--- src/rtl/subrange_pkg.sv ---
package subrange_pkg;
    typedef enum logic [2:0] {
        ST_IDLE,
        ST_SAMPLE,
        ST_COARSE,
        ST_SETTLE,
        ST_FINE
    } conv_state_t;
endpackage

--- src/rtl/therm_enc.sv ---
// Thermometer-to-binary encoder: highest asserted tap wins (bubble tolerant).
module therm_enc #(
    parameter int BITS     = 5,
    parameter bit INVERTED = 1'b1,
    localparam int LEVELS  = (1 << BITS) - 1
) (
    input  logic [LEVELS-1:0] raw,
    output logic [BITS-1:0]   code
);
    logic [LEVELS-1:0] lines;

    generate
        if (INVERTED) begin : g_inv
            assign lines = ~raw;
        end else begin : g_true
            assign lines = raw;
        end
    endgenerate

    always_comb begin
        code = '0;
        for (int i = 0; i < LEVELS; i++) begin
            if (lines[i]) code = BITS'(i + 1);
        end
    end
endmodule

--- src/rtl/coarse_reg.sv ---
// Coarse result register; asynchronous clear overrides clock and data.
module coarse_reg #(
    parameter int W = 5
) (
    input  logic         clk,
    input  logic         rst_n,
    input  logic         load,
    input  logic [W-1:0] d,
    output logic [W-1:0] q
);
    always_ff @(posedge clk or negedge rst_n) begin
        if (!rst_n)    q <= '0;
        else if (load) q <= d;
    end
endmodule

--- src/rtl/subrange_fsm.sv ---
module subrange_fsm
    import subrange_pkg::*;
#(
    parameter int SAMPLE_CYCLES = 2,
    parameter int SETTLE_W      = 8
) (
    input  logic                clk,
    input  logic                rst_n,
    input  logic                start,
    input  logic [SETTLE_W-1:0] settle_cycles,
    output logic                sample_hold,
    output logic                busy,
    output logic                load_coarse,
    output logic                load_fine
);
    localparam logic [SETTLE_W-1:0] SAMPLE_LOAD = SETTLE_W'(SAMPLE_CYCLES - 1);

    conv_state_t         state;
    logic [SETTLE_W-1:0] cnt;
    logic [SETTLE_W-1:0] settle_q;

    // State register with counters
    always_ff @(posedge clk or negedge rst_n) begin
        if (!rst_n) begin
            state    <= ST_IDLE;
            cnt      <= '0;
            settle_q <= '0;
        end else begin
            unique case (state)
                ST_IDLE: begin
                    if (start) begin
                        state    <= ST_SAMPLE;
                        cnt      <= SAMPLE_LOAD;
                        settle_q <= settle_cycles;
                    end
                end
                ST_SAMPLE: begin
                    if (cnt == '0) state <= ST_COARSE;
                    else           cnt   <= cnt - 1'b1;
                end
                ST_COARSE: begin
                    if (settle_q == '0) begin
                        state <= ST_FINE;
                    end else begin
                        state <= ST_SETTLE;
                        cnt   <= settle_q - 1'b1;
                    end
                end
                ST_SETTLE: begin
                    if (cnt == '0) state <= ST_FINE;
                    else           cnt   <= cnt - 1'b1;
                end
                ST_FINE: state <= ST_IDLE;
                default: state <= ST_IDLE;
            endcase
        end
    end

    // Output decode
    always_comb begin
        sample_hold = 1'b0;
        busy        = 1'b1;
        load_coarse = 1'b0;
        load_fine   = 1'b0;
        unique case (state)
            ST_IDLE:   busy        = 1'b0;
            ST_SAMPLE: sample_hold = 1'b1;
            ST_COARSE: load_coarse = 1'b1;
            ST_SETTLE: ;
            ST_FINE:   load_fine   = 1'b1;
            default:   busy        = 1'b0;
        endcase
    end
endmodule

--- src/rtl/subrange_adc_ctrl.sv ---
module subrange_adc_ctrl #(
    parameter int COARSE_BITS   = 5,
    parameter int FINE_BITS     = 4,
    parameter int SAMPLE_CYCLES = 2,
    parameter int SETTLE_W      = 8,
    localparam int COARSE_LVLS  = (1 << COARSE_BITS) - 1,
    localparam int FINE_LVLS    = (1 << FINE_BITS) - 1,
    localparam int RES_W        = COARSE_BITS + FINE_BITS
) (
    input  logic                   clk,
    input  logic                   rst_n,
    input  logic                   start,
    input  logic [SETTLE_W-1:0]    settle_cycles,
    input  logic [COARSE_LVLS-1:0] cmp_coarse_n,
    input  logic [FINE_LVLS-1:0]   cmp_fine_n,
    output logic                   sample_hold,
    output logic [COARSE_BITS-1:0] coarse_code,
    output logic                   busy,
    output logic [RES_W-1:0]       result,
    output logic                   result_valid
);
    logic                   load_coarse;
    logic                   load_fine;
    logic [COARSE_BITS-1:0] coarse_dec;
    logic [FINE_BITS-1:0]   fine_dec;

    subrange_fsm #(
        .SAMPLE_CYCLES (SAMPLE_CYCLES),
        .SETTLE_W      (SETTLE_W)
    ) u_fsm (
        .clk           (clk),
        .rst_n         (rst_n),
        .start         (start),
        .settle_cycles (settle_cycles),
        .sample_hold   (sample_hold),
        .busy          (busy),
        .load_coarse   (load_coarse),
        .load_fine     (load_fine)
    );

    therm_enc #(.BITS(COARSE_BITS), .INVERTED(1'b1)) u_coarse_enc (
        .raw  (cmp_coarse_n),
        .code (coarse_dec)
    );

    therm_enc #(.BITS(FINE_BITS), .INVERTED(1'b1)) u_fine_enc (
        .raw  (cmp_fine_n),
        .code (fine_dec)
    );

    coarse_reg #(.W(COARSE_BITS)) u_coarse_reg (
        .clk   (clk),
        .rst_n (rst_n),
        .load  (load_coarse),
        .d     (coarse_dec),
        .q     (coarse_code)
    );

    always_ff @(posedge clk or negedge rst_n) begin
        if (!rst_n) begin
            result       <= '0;
            result_valid <= 1'b0;
        end else begin
            result_valid <= load_fine;
            if (load_fine) result <= {coarse_code, fine_dec};
        end
    end
endmodule

--- config.mk ---
export PLATFORM = sky130hd
export DESIGN_NAME = subrange_adc_ctrl
export DESIGN_NICKNAME = d
export VERILOG_FILES = /design/src/rtl/subrange_pkg.sv /design/src/rtl/therm_enc.sv /design/src/rtl/coarse_reg.sv /design/src/rtl/subrange_fsm.sv /design/src/rtl/subrange_adc_ctrl.sv
export SDC_FILE = /design/constraint.sdc
export NUM_CORES = 1
export LEC_CHECK = 0
export ABC_CLOCK_PERIOD_IN_PS = 2800
export BUFFER_PORTS_ARGS = -buffer_cell sky130_fd_sc_hd__buf_4
export CAP_MARGIN = 5
export CORE_UTILIZATION = 50
export DETAILED_ROUTE_END_ITERATION = 16
export PLACE_DENSITY = 0.78
export SYNTH_ARGS = -nofsm -noshare
export SYNTH_HDL_FRONTEND = slang
export SYNTH_SLANG_ARGS = --single-unit
--- constraint.sdc ---
create_clock -name clk -period 2.8 [get_ports clk]
set_input_delay 0.42 -clock clk [delete_from_list [all_inputs] [get_ports clk]]
set_output_delay 0.42 -clock clk [all_outputs]
set_load 0.02 [all_outputs]
==> key figures, run 1 <==
Run status
  • Status: finished, final reports clean

Global route
  • Vias in the first global route: between 1500 and 2000
  • Total gr overflow: 0
  • Pin count of the biggest net entering global routing: 35
  • Initial antenna violation count: 0
  • First-pass GRT wire length: between 8000 and 9000 microns
  • GRT Total Usage: about a quarter

Place
  • Number of port buffers: 73
  • Pre-CTS WS: 0.492 ns
  • Hpwl dp: slightly below 4000 microns
  • GP Congestion: roughly 0.90

Floorplan
  • Full die area: around 0.0046 sq mm
  • Core area: 0.00406 sq mm
  • Height of the die: slightly below 70 microns
  • Starting Density: a little over half
  • Io pins: 74
  • Die width: roughly 68 microns
  • FP Rows: 23

Flow run
  • Max-cap violations: 0

Clock network
  • Clock Path Buffers: 2
  • CTS tree: built
  • CTS Hold Bufs: 0
  • Total CTS buffers: 5
  • Clock Sinks: 34
  • # H-tree levels: 2
  • Clock Tree Root: clkbuf_8
  • Postcts setup bufs: 0
  • Post-cts sizing count: 0
  • Worst-path clk slew: roughly 0.070 ns
  • Worst-skew pair later-pin latency: ~0.29 ns

Timing
  • Setup TNS: 0 ns
  • Setup violators final: 0
  • Post-Route Skew: just over 0.01 ns
  • Fmax: approximately 430 MHz
  • Tmin final: between 2 and 2.5 ns
  • Slew Limit Fails: 0
  • Slew HR: between 50% and 60%
  • Crit share post-route: 83.8%
  • Slew @ Worst Pin: 0.628 ns
  • Hold Slack: between 0.06 and 0.07 ns
  • Final worst slack: 0.453 ns
  • Endpoints failing hold: 0
  • RSZ-0062 raised after global routing: no

Worst setup path
  • Critical path peak fanout: 14
  • Critical Path Source Type: flop
  • WP data arrival: 2.53 ns
  • Critical Path Sink Type: flop
  • Setup CP Type: flop to flop
  • R2R depth: 6
  • Req. time, crit path: 2.99 ns

Logic synthesis
  • Post-synthesis cell type count: 57
  • Commonest cells post-synth: dfrtp_1 (34), nand2_1 (20), nor2_1 (19)
  • Yosys Warn Count: 0
  • Top-area cell type share of the netlist area: 39.6%
  • Area contributors post-synth: dfrtp_1 (40%), mux2_2 (6.8%), nand2_1 (3.5%)
  • Mapped cell area: 0.00215 sq mm
  • Cells after Synth: 227
  • Most numerous cell in the Yosys netlist: dfrtp_1
  • Async SR Flop Fraction: 100%
  • Number of synthesized register bits: 34
  • Mean Syn Cell Area: around 9.5 sq um
  • Largest area contributor in the netlist: dfrtp_1
  • Ys flop type: dfrtp_1
  • Syn_nets: 285
  • EDFF count, synth: 0
  • Post-synthesis sequential area ratio: ~40%

Route
  • DRC Markers: 0
  • Antenna viol nets, final: 0
  • Drt first pass iters: 4
  • DR iter-0 viols: 131
  • Vias/cell: 5.85
  • Drt total wl: 4970 microns
  • Via count: ~2100
  • Routed len/inst: approximately 14 microns

Pwr
  • Max VDD drop: ~0.24 mV
  • PD cells: around 410 mW/mm^2
  • Leak: 1.28 nW

Cells and area
  • Fraction of layout cells with a size suffix above 1: 35.5%
  • Fin nets: 358
  • Area Growth Syn to Fin: 32.3%
  • N_diodes: 0

Min path
  • HP Class: input pin to async pin
==> critical path: stages, from the launching register on <==
cell and delay [ns]:
dfrtp_1 0.62, nor2b_4 0.47, mux2i_1 0.28, ha_1 0.32, nand3_1 0.12, or3_1 0.36
o311ai_1 0.08
==> stage by stage <==
stage | cell area (sq um) | utilization (%) | total power, mW | std cells
floorplan | 2150 | - | 0.553 | 227
global placement | 2700 | 66.6 | 0.646 | 343
detailed placement | 2700 | 66.6 | 0.648 | 343
CTS | 2840 | 70.0 | 1.19 | 351
global route | 2840 | 70.0 | 1.23 | 351
finish | 2840 | 70.0 | 1.18 | 351
==> worst paths after layout <==
check / from / end / slack, ns
max in group asynchronous: rst_n / result[8] / 2.43
hold reg to reg: result[6] / result[6] / 0.51
min in group clk: cmp_fine_n[14] / result[0] / 0.31
setup / recovery: u_fsm.state[0] / u_fsm.cnt[6] / 0.45
setup reg to reg: u_fsm.state[0] / u_fsm.cnt[6] / 0.45
hold / removal: rst_n / u_fsm.cnt[4] / 0.07
==> power by group <==
part           switching [mW]  internal [mW]
Combinational          0.0573         0.0727
Clock                   0.182          0.357
Sequential             0.0109          0.497
==> logic make-up (layout without fill, tap and decap cells) <==
kind of cell | count (synthesis) | after routing | share of synthesized area, %
mux | 16 | 16 | 8.22
compound gates | 64 | 64 | 21.3
flops | 34 | 34 | 39.6
buf+inv | 17 | 91 | 4.25
fa+ha+maj | 1 | 1 | 0.583
xor+xnor | 6 | 6 | 2.45
simple gates | 89 | 89 | 23.6
==> layout by cell type (no fill, tap or decap), drive strengths merged, types with 3 or more instances in the layout <==
master  count
o21ai      17
nor4        7
mux2       13
clkbuf      5
buf        73
mux2i       3
nand3      15
nand4       7
a31oi       6
inv        10
xnor2       4
nand2      20
a41oi       5
nor3        3
nor2       19
a21oi      14
nor2b       3
dfrtp      34
==> registers in the layout (all words and copies together), names as in the netlist <==
name and flops:
result 9, u_fsm.cnt 8, u_fsm.settle_q 8, u_coarse_reg.q 5, u_fsm.state 3, result_valid 1
==> metal layers <==
| layer | vias up | track usage (%) | share of wire, % |
|---|---|---|---|
| met5 | - | 0 | 0 |
| met3 | 4 | 6.25 | 6.1 |
| met2 | 76 | 39.7 | 47 |
| met4 | 0 | 8.78 | 0.50 |
| li1 | 1009 | - | - |
| met1 | 965 | 30.3 | 47 |
==> layout make-up <==
cell class	instances	area (sq um)
inverters	10	37.5
flip-flops and latches	34	851
clock buffers	5	68.8
fillers	324	1220
repair buffers	73	548
clock inverters	3	68.8
multi-input cells	176	1200
well taps	50	62.6
Power figures use the tool's default switching activity.
==> inputs of run 2 (changes only) <==
--- a/config.mk
+++ b/config.mk
@@ -5,7 +5,7 @@
 export SDC_FILE = /design/constraint.sdc
 export NUM_CORES = 1
 export LEC_CHECK = 0
-export ABC_CLOCK_PERIOD_IN_PS = 2800
+export ABC_CLOCK_PERIOD_IN_PS = 2380
 export BUFFER_PORTS_ARGS = -buffer_cell sky130_fd_sc_hd__buf_4
 export CAP_MARGIN = 5
 export CORE_UTILIZATION = 50
==> constraint.sdc (replaced) <==
create_clock -name clk -period 2.38 [get_ports clk]
set_input_delay 0.357 -clock clk [delete_from_list [all_inputs] [get_ports clk]]
set_output_delay 0.357 -clock clk [all_outputs]
set_load 0.02 [all_outputs]
==> key figures, run 2 (same netlist as run 1, synthesis figures left out) <==
Worst setup path
  • Crit path capture: u_fsm.cnt[6]
  • FF-to-FF setup slack: 0.33 ns
  • CP startpoint: u_fsm.state[2]
  • Reg2reg end: u_fsm.cnt[6]
  • Req. time, crit path: around 2.6 ns
  • Stages on the worst setup path: 6
  • CP delay by family, top: simple AND/OR/NAND/NOR gates
  • Reg2reg start: u_fsm.state[2]
  • WP data arrival: about 2.2 ns
  • Critical path peak fanout: 14
  • Critical Path Sink Type: flop
  • Critical Path Source Type: flop
  • WP buf/inv: 0
  • Slowest Stage Delay on Critical Path: 0.41 ns
  • R2R depth: 6
  • Critical path cell sequence: nor2b_4 > mux2i_1 > ha_1 > nand3_1 > or3_1 > o311ai_1
  • Slowest CP cell: dfrtp_1
  • Setup CP Type: flop to flop

Floorplan
  • FP Rows: 23
  • Die width: approximately 68 microns
  • Core area: slightly above 0.004 sq mm
  • Io pins: 74
  • Height of the die: 67.5 microns
  • Starting Density: between 50% and 60%
  • Full die area: around 0.0046 sq mm

Global route
  • GRT Total Usage: approximately a quarter
  • Pin count of the biggest net entering global routing: 35
  • Initial antenna violation count: 0
  • Vias in the first global route: between 1500 and 2000
  • First-pass GRT wire length: 8330 microns
  • Total gr overflow: 0

Timing
  • Slew HR: between 50% and 60%
  • Setup violators final: 0
  • Endpoints failing hold: 0
  • Slew Limit Fails: 0
  • Setup TNS: 0 ns
  • Final worst slack: 0.332 ns
  • Post-Route Skew: 0.00238 ns
  • Tmin final: around 2 ns
  • Crit share post-route: a little under nine tenths
  • Fmax: 488 MHz
  • RSZ-0062 raised after global routing: no
  • Slew @ Worst Pin: between 0.6 and 0.7 ns

Place
  • Cell total after placement: roughly 350
  • GP Congestion: roughly 0.96
  • Pre-CTS WS: 0.366 ns
  • Placement Cell Area: approximately 0.0027 sq mm
  • Number of port buffers: 73
  • Hpwl dp: ~3900 microns

Cells and area
  • Fill count: approximately 320
  • Fraction of layout cells with a size suffix above 1: a little over a third
  • Commonest non-fill, non-tap cell in the layout: buf_4
  • N_diodes: 0
  • Finished Core Util: between 60% and 70%
  • Most frequent cells in the layout: buf_4 (76), dfrtp_1 (34), nand2_1 (20)
  • Area Growth Syn to Fin: 32.1%
  • Fin nets: approximately 360
  • Final instance area: 0.00284 sq mm
  • Largest register FFs: 9
  • Cell Count, Final, Fillers Out: between 300 and 400
  • Biggest regs: result: 9 flops, u_fsm.cnt: 8 flops, u_fsm.settle_q: 8 flops
  • Largest register by flop count: result

Clock network
  • CTS Hold Bufs: 0
  • Worst-skew pair later-pin latency: about 0.28 ns
  • CTS tree: built
  • Total CTS buffers: 5
  • Post-cts sizing count: 0
  • # H-tree levels: 2
  • Worst-path clk slew: 0.06 ns
  • Clock Tree Root: clkbuf_8
  • Clock Sinks: 34
  • Clock Path Buffers: 2
  • Postcts setup bufs: 0

Route
  • Drt first pass iters: 4
  • Antenna viol nets, final: 0
  • DRC Markers: 0
  • DR iter-0 viols: 208
  • Via count: 2056
  • Routed len/inst: approximately 14 microns
  • Drt total wl: 4990 microns
  • Vias/cell: a little under 6

Min path
  • HP Class: input pin to async pin

Pwr
  • Clock share of power: ~39%
  • Switching part of the total: between 20% and 30%
  • Max VDD drop: ~0.24 mV
  • Reg power frac: between 40% and 50%
  • Internal power: approximately 960 uW
  • PD cells: 434 mW/mm^2
  • Logic pwr share: between 10% and 20%
  • Leak: 1.28 nW
  • Psw: 270 uW

Run status
  • Status: finished, final reports clean

Flow run
  • Max-cap violations: 0
run 2: cell types whose count changed in the layout (fill, tap and decap cells not counted), sizes merged:
cell	previous run	this run
clkbuf	5	8
buf	73	76
clkinv	1	0
bufinv	2	0
run 2: final cells by class:
cell class                      count  area [sq um]  share of cell area (%)
Tap cell                           50          62.6                    2.21
Timing Repair Buffer               76           571                    20.1
Clock buffer                        8           110                    3.88
Sequential cell                    34           851                    30.0
Inverter                           10          37.5                    1.32
Multi-Input combinational cell    176          1200                    42.5
run 2: power groups by stage:
| stage | registers [mW] | clock network (mW) | logic [mW] |
|---|---|---|---|
| after CTS | 0.597 | 0.495 | 0.154 |
| after detailed placement | 0.608 | 0 | 0.153 |
| after floorplan | 0.605 | 0 | 0.0454 |
| after global placement | 0.608 | 0 | 0.152 |
| final | 0.597 | 0.483 | 0.152 |
| after global routing | 0.598 | 0.514 | 0.170 |
run 2: worst register-to-register path: stages (launching register included):
cell and delay [ns]:
dfrtp_1 0.41, nor2b_4 0.35, mux2i_1 0.28, ha_1 0.31, nand3_1 0.12, or3_1 0.38
o311ai_1 0.10
run 2: metrics by stage:
stage	hold slack, ns	total power, mW
3_3_place_gp	0.324	0.760
4_1_cts	0.0179	1.25
3_5_place_dp	0.325	0.761
6_report	0.00844	1.23
2_1_floorplan	0.0614	0.650
5_1_grt	0.0416	1.28
run 2: worst min-delay path by stage:
stage / from / endpoint / slack [ns] / depth (start not counted)
5_1_grt: rst_n / u_fsm.state[1] / 0.04 / 1
4_1_cts: rst_n / u_fsm.state[1] / 0.02 / 1
2_1_floorplan: rst_n / result[0] / 0.06 / 0
3_3_place_gp: rst_n / result[4] / 0.32 / 1
6_report: rst_n / u_fsm.state[1] / 0.008 / 1
3_5_place_dp: rst_n / u_fsm.state[1] / 0.33 / 1
run 2: layer usage:
metal	track usage (%)	wire length [microns]
met3	6.76	381
met1	32.1	2200
met2	38.4	2360
met4	8.78	55
met5	0	0
==> inputs of run 3 (changes only) <==
--- a/config.mk
+++ b/config.mk
@@ -5,10 +5,11 @@
 export SDC_FILE = /design/constraint.sdc
 export NUM_CORES = 1
 export LEC_CHECK = 0
+export ABC_AREA = 1
 export ABC_CLOCK_PERIOD_IN_PS = 2380
 export BUFFER_PORTS_ARGS = -buffer_cell sky130_fd_sc_hd__buf_4
 export CAP_MARGIN = 5
-export CORE_UTILIZATION = 50
+export CORE_UTILIZATION = 49
 export DETAILED_ROUTE_END_ITERATION = 16
 export PLACE_DENSITY = 0.78
 export SYNTH_ARGS = -nofsm -noshare
==> key figures, run 3 <==
Cells and area
  • Largest register by flop count: result
  • Cell Count, Final, Fillers Out: about 400
  • Commonest non-fill, non-tap cell in the layout: nand2_1
  • Largest register FFs: 9
  • Biggest regs: result: 9 flops, u_fsm.cnt: 8 flops, u_fsm.settle_q: 8 flops
  • N_diodes: 0
  • Area Growth Syn to Fin: 35.7%
  • Finished Core Util: 70.7%
  • Most frequent cells in the layout: nand2_1 (85), buf_4 (73), inv_1 (40)
  • Fin nets: between 400 and 500
  • Fraction of layout cells with a size suffix above 1: between 20% and 30%

Floorplan
  • Die width: roughly 65 microns
  • Io pins: 74
  • Full die area: 0.00421 sq mm
  • Core area: roughly 0.0037 sq mm
  • FP Rows: 22
  • Height of the die: around 65 microns
  • Starting Density: 52.1%

Min path
  • HP Class: input pin to async pin

Worst setup path
  • Critical Path Sink Type: flop
  • CP most frequent cell: o21ai_0
  • WP data arrival: between 2 and 2.5 ns
  • Req. time, crit path: between 2 and 3 ns
  • Critical Path Source Type: flop
  • Reg2reg start: u_fsm.state[2]
  • R2R depth: 9
  • Slowest Stage Delay on Critical Path: 0.45 ns
  • Critical path peak fanout: 14
  • Reg2reg end: u_fsm.cnt[6]
  • FF-to-FF setup slack: 0.32 ns
  • Setup CP Type: flop to flop
  • Critical path cell sequence: nor2_4 > inv_1 > o21ai_0 > ha_1 > and3_1 > nand3_1 > a21oi_1 > o21ai_0 > o21ai_0
  • Slowest CP cell: dfrtp_1

Logic synthesis
  • Synthesized-area fraction occupied by adder cells: less than 1%
  • Largest family of logic cells by synthesized area: simple AND/OR/NAND/NOR gates
  • Number of synthesized register bits: 34
  • Cells after Synth: about 280
  • Post-synthesis compound-gate area fraction: 16.1%
  • EDFF count, synth: 0
  • Most numerous cell in the Yosys netlist: nand2_1
  • Ys flop type: dfrtp_1
  • Mean Syn Cell Area: about 7 sq um
  • Syn_nets: between 300 and 400
  • Post-synthesis cell type count: 27
  • Yosys Warn Count: 0
  • Synth Area in Simple Gates: 28.4%
  • Synth Area in XOR/XNOR: 1.81%
  • Largest area contributor in the netlist: dfrtp_1
  • Async SR Flop Fraction: 100%
  • Mapped cell area: approximately 0.0019 sq mm
  • Area contributors post-synth: dfrtp_1 (44%), nand2_1 (16%), inv_1 (7.8%)
  • Post-synthesis sequential area ratio: approximately 44%
  • Multiplexer share of the synthesized area: less than 1%
  • Commonest cells post-synth: nand2_1 (85), inv_1 (40), dfrtp_1 (34)
  • Top-area cell type share of the netlist area: between 40% and 50%

Clock network
  • Worst-skew pair later-pin latency: 0.28 ns
  • Post-cts sizing count: 0
  • Clock Tree Root: clkbuf_8
  • # H-tree levels: 2
  • CTS Hold Bufs: 0
  • Clock Sinks: 34
  • Clock Path Buffers: 2
  • Total CTS buffers: 5
  • Worst-path clk slew: about 0.070 ns
  • Postcts setup bufs: 0
  • CTS tree: built

Timing
  • Post-Route Skew: roughly 0.0048 ns
  • Setup violators final: 0
  • Slew @ Worst Pin: between 0.5 and 0.6 ns
  • Final worst slack: approximately 0.32 ns
  • Fmax: approximately 490 MHz
  • Slew HR: about 64%
  • Endpoints failing hold: 0
  • Crit share post-route: 86.6%
  • Tmin final: ~2 ns
  • RSZ-0062 raised after global routing: no
  • Slew Limit Fails: 0
  • Setup TNS: 0 ns

Flow run
  • Max-cap violations: 0

Global route
  • Pin count of the biggest net entering global routing: 35
  • Initial antenna violation count: 0
  • Vias in the first global route: approximately 1900
  • GRT Total Usage: 22.9%
  • Total gr overflow: 0
  • First-pass GRT wire length: between 7000 and 8000 microns

Place
  • Cell total after placement: between 300 and 400
  • Hpwl dp: approximately 3500 microns
  • Number of port buffers: 73
  • Pre-CTS WS: 0.203 ns
  • GP Congestion: approximately 0.91

Pwr
  • Overall Power: 1.17 mW
  • Max VDD drop: roughly 0.31 mV
  • PD cells: about 450 mW/mm^2
  • Leak: 1.45 nW

Route
  • Drt total wl: about 4300 microns
  • Via count: between 1500 and 2000
  • Drt first pass iters: 4
  • DRC Markers: 0
  • Vias/cell: 4.92
  • Antenna viol nets, final: 0
  • Routed len/inst: about 11 microns
  • DR iter-0 viols: 97

Run status
  • Status: finished, final reports clean
## run 3: cell types whose count changed in the layout (fill, tap and decap cells not counted), sizes merged, moves of 4 or more
cell	delta
nand2	+65
inv	+30
nor2	+14
mux2	-12
nand3	-7
o21ai	+7
nand4	-6
o22ai	+6
a41oi	-5
nor4	-4
xnor2	-4
## run 3: metal layers
metal | part of all wire [%] | up-vias | GRT usage, %
met4 | 0.95 | 0 | 6.11
met5 | 0 | - | 0
met3 | 6.1 | 4 | 6.87
met2 | 48 | 64 | 39.1
li1 | - | 1042 | -
met1 | 45 | 869 | 28.0
## run 3: how the worst max path moves through the flow
stage	startpoint	end	slack, ns	cells past startpoint
finish	u_fsm.state[2]	u_fsm.cnt[6]	0.32	9
global route	u_fsm.state[2]	u_fsm.cnt[6]	0.06	9
CTS	u_fsm.state[2]	u_fsm.cnt[6]	0.20	8
detailed placement	u_fsm.state[2]	u_fsm.cnt[6]	0.20	8
global placement	u_fsm.state[2]	u_fsm.cnt[6]	0.27	8
floorplan	u_fsm.state[2]	u_fsm.cnt[6]	0.61	8
## run 3: layout make-up
type | count | area (sq um)
well taps | 48 | 60.1
clock inverters | 1 | 5.00
clock buffers | 7 | 86.3
flip-flops and latches | 34 | 851
fillers | 334 | 1090
repair buffers | 73 | 548
inverters | 41 | 154
multi-input cells | 198 | 925
## run 3: cell families (layout without fill, tap and decap cells)
logic type / count (synthesis) / count (layout)
buffers and inverters: 44 / 122
muxes: 1 / 1
and+or+nand+nor: 137 / 137
xor gates and xnor gates: 4 / 4
adders and majority gates: 1 / 1
DFF: 34 / 34
AOI/OAI and AO/OA: 55 / 55
## run 3: where the power goes
group / total, mW / internal, mW / leakage (nW) / switching [mW]
clock network: 0.432 / 0.233 / 0.0482 / 0.199
registers: 0.585 / 0.582 / 0.369 / 0.00253
logic: 0.155 / 0.0857 / 1.03 / 0.0695
## run 3: critical path: cells and delay by family, from the launching register on
kind                       cells  cell delay, ns
adders and majority gates      1            0.24
AOI/OAI and AO/OA              4            0.60
buffers and inverters          1            0.14
and+or+nand+nor                3            0.56
DFF                            1            0.45
## run 3: through the flow
step	hold slack (ns)	area [sq um]
after floorplan	0.0614	1940
after global placement	0.320	2530
after detailed placement	0.323	2530
after CTS	0.0146	2620
after global routing	0.0196	2630
final	0.000343	2630
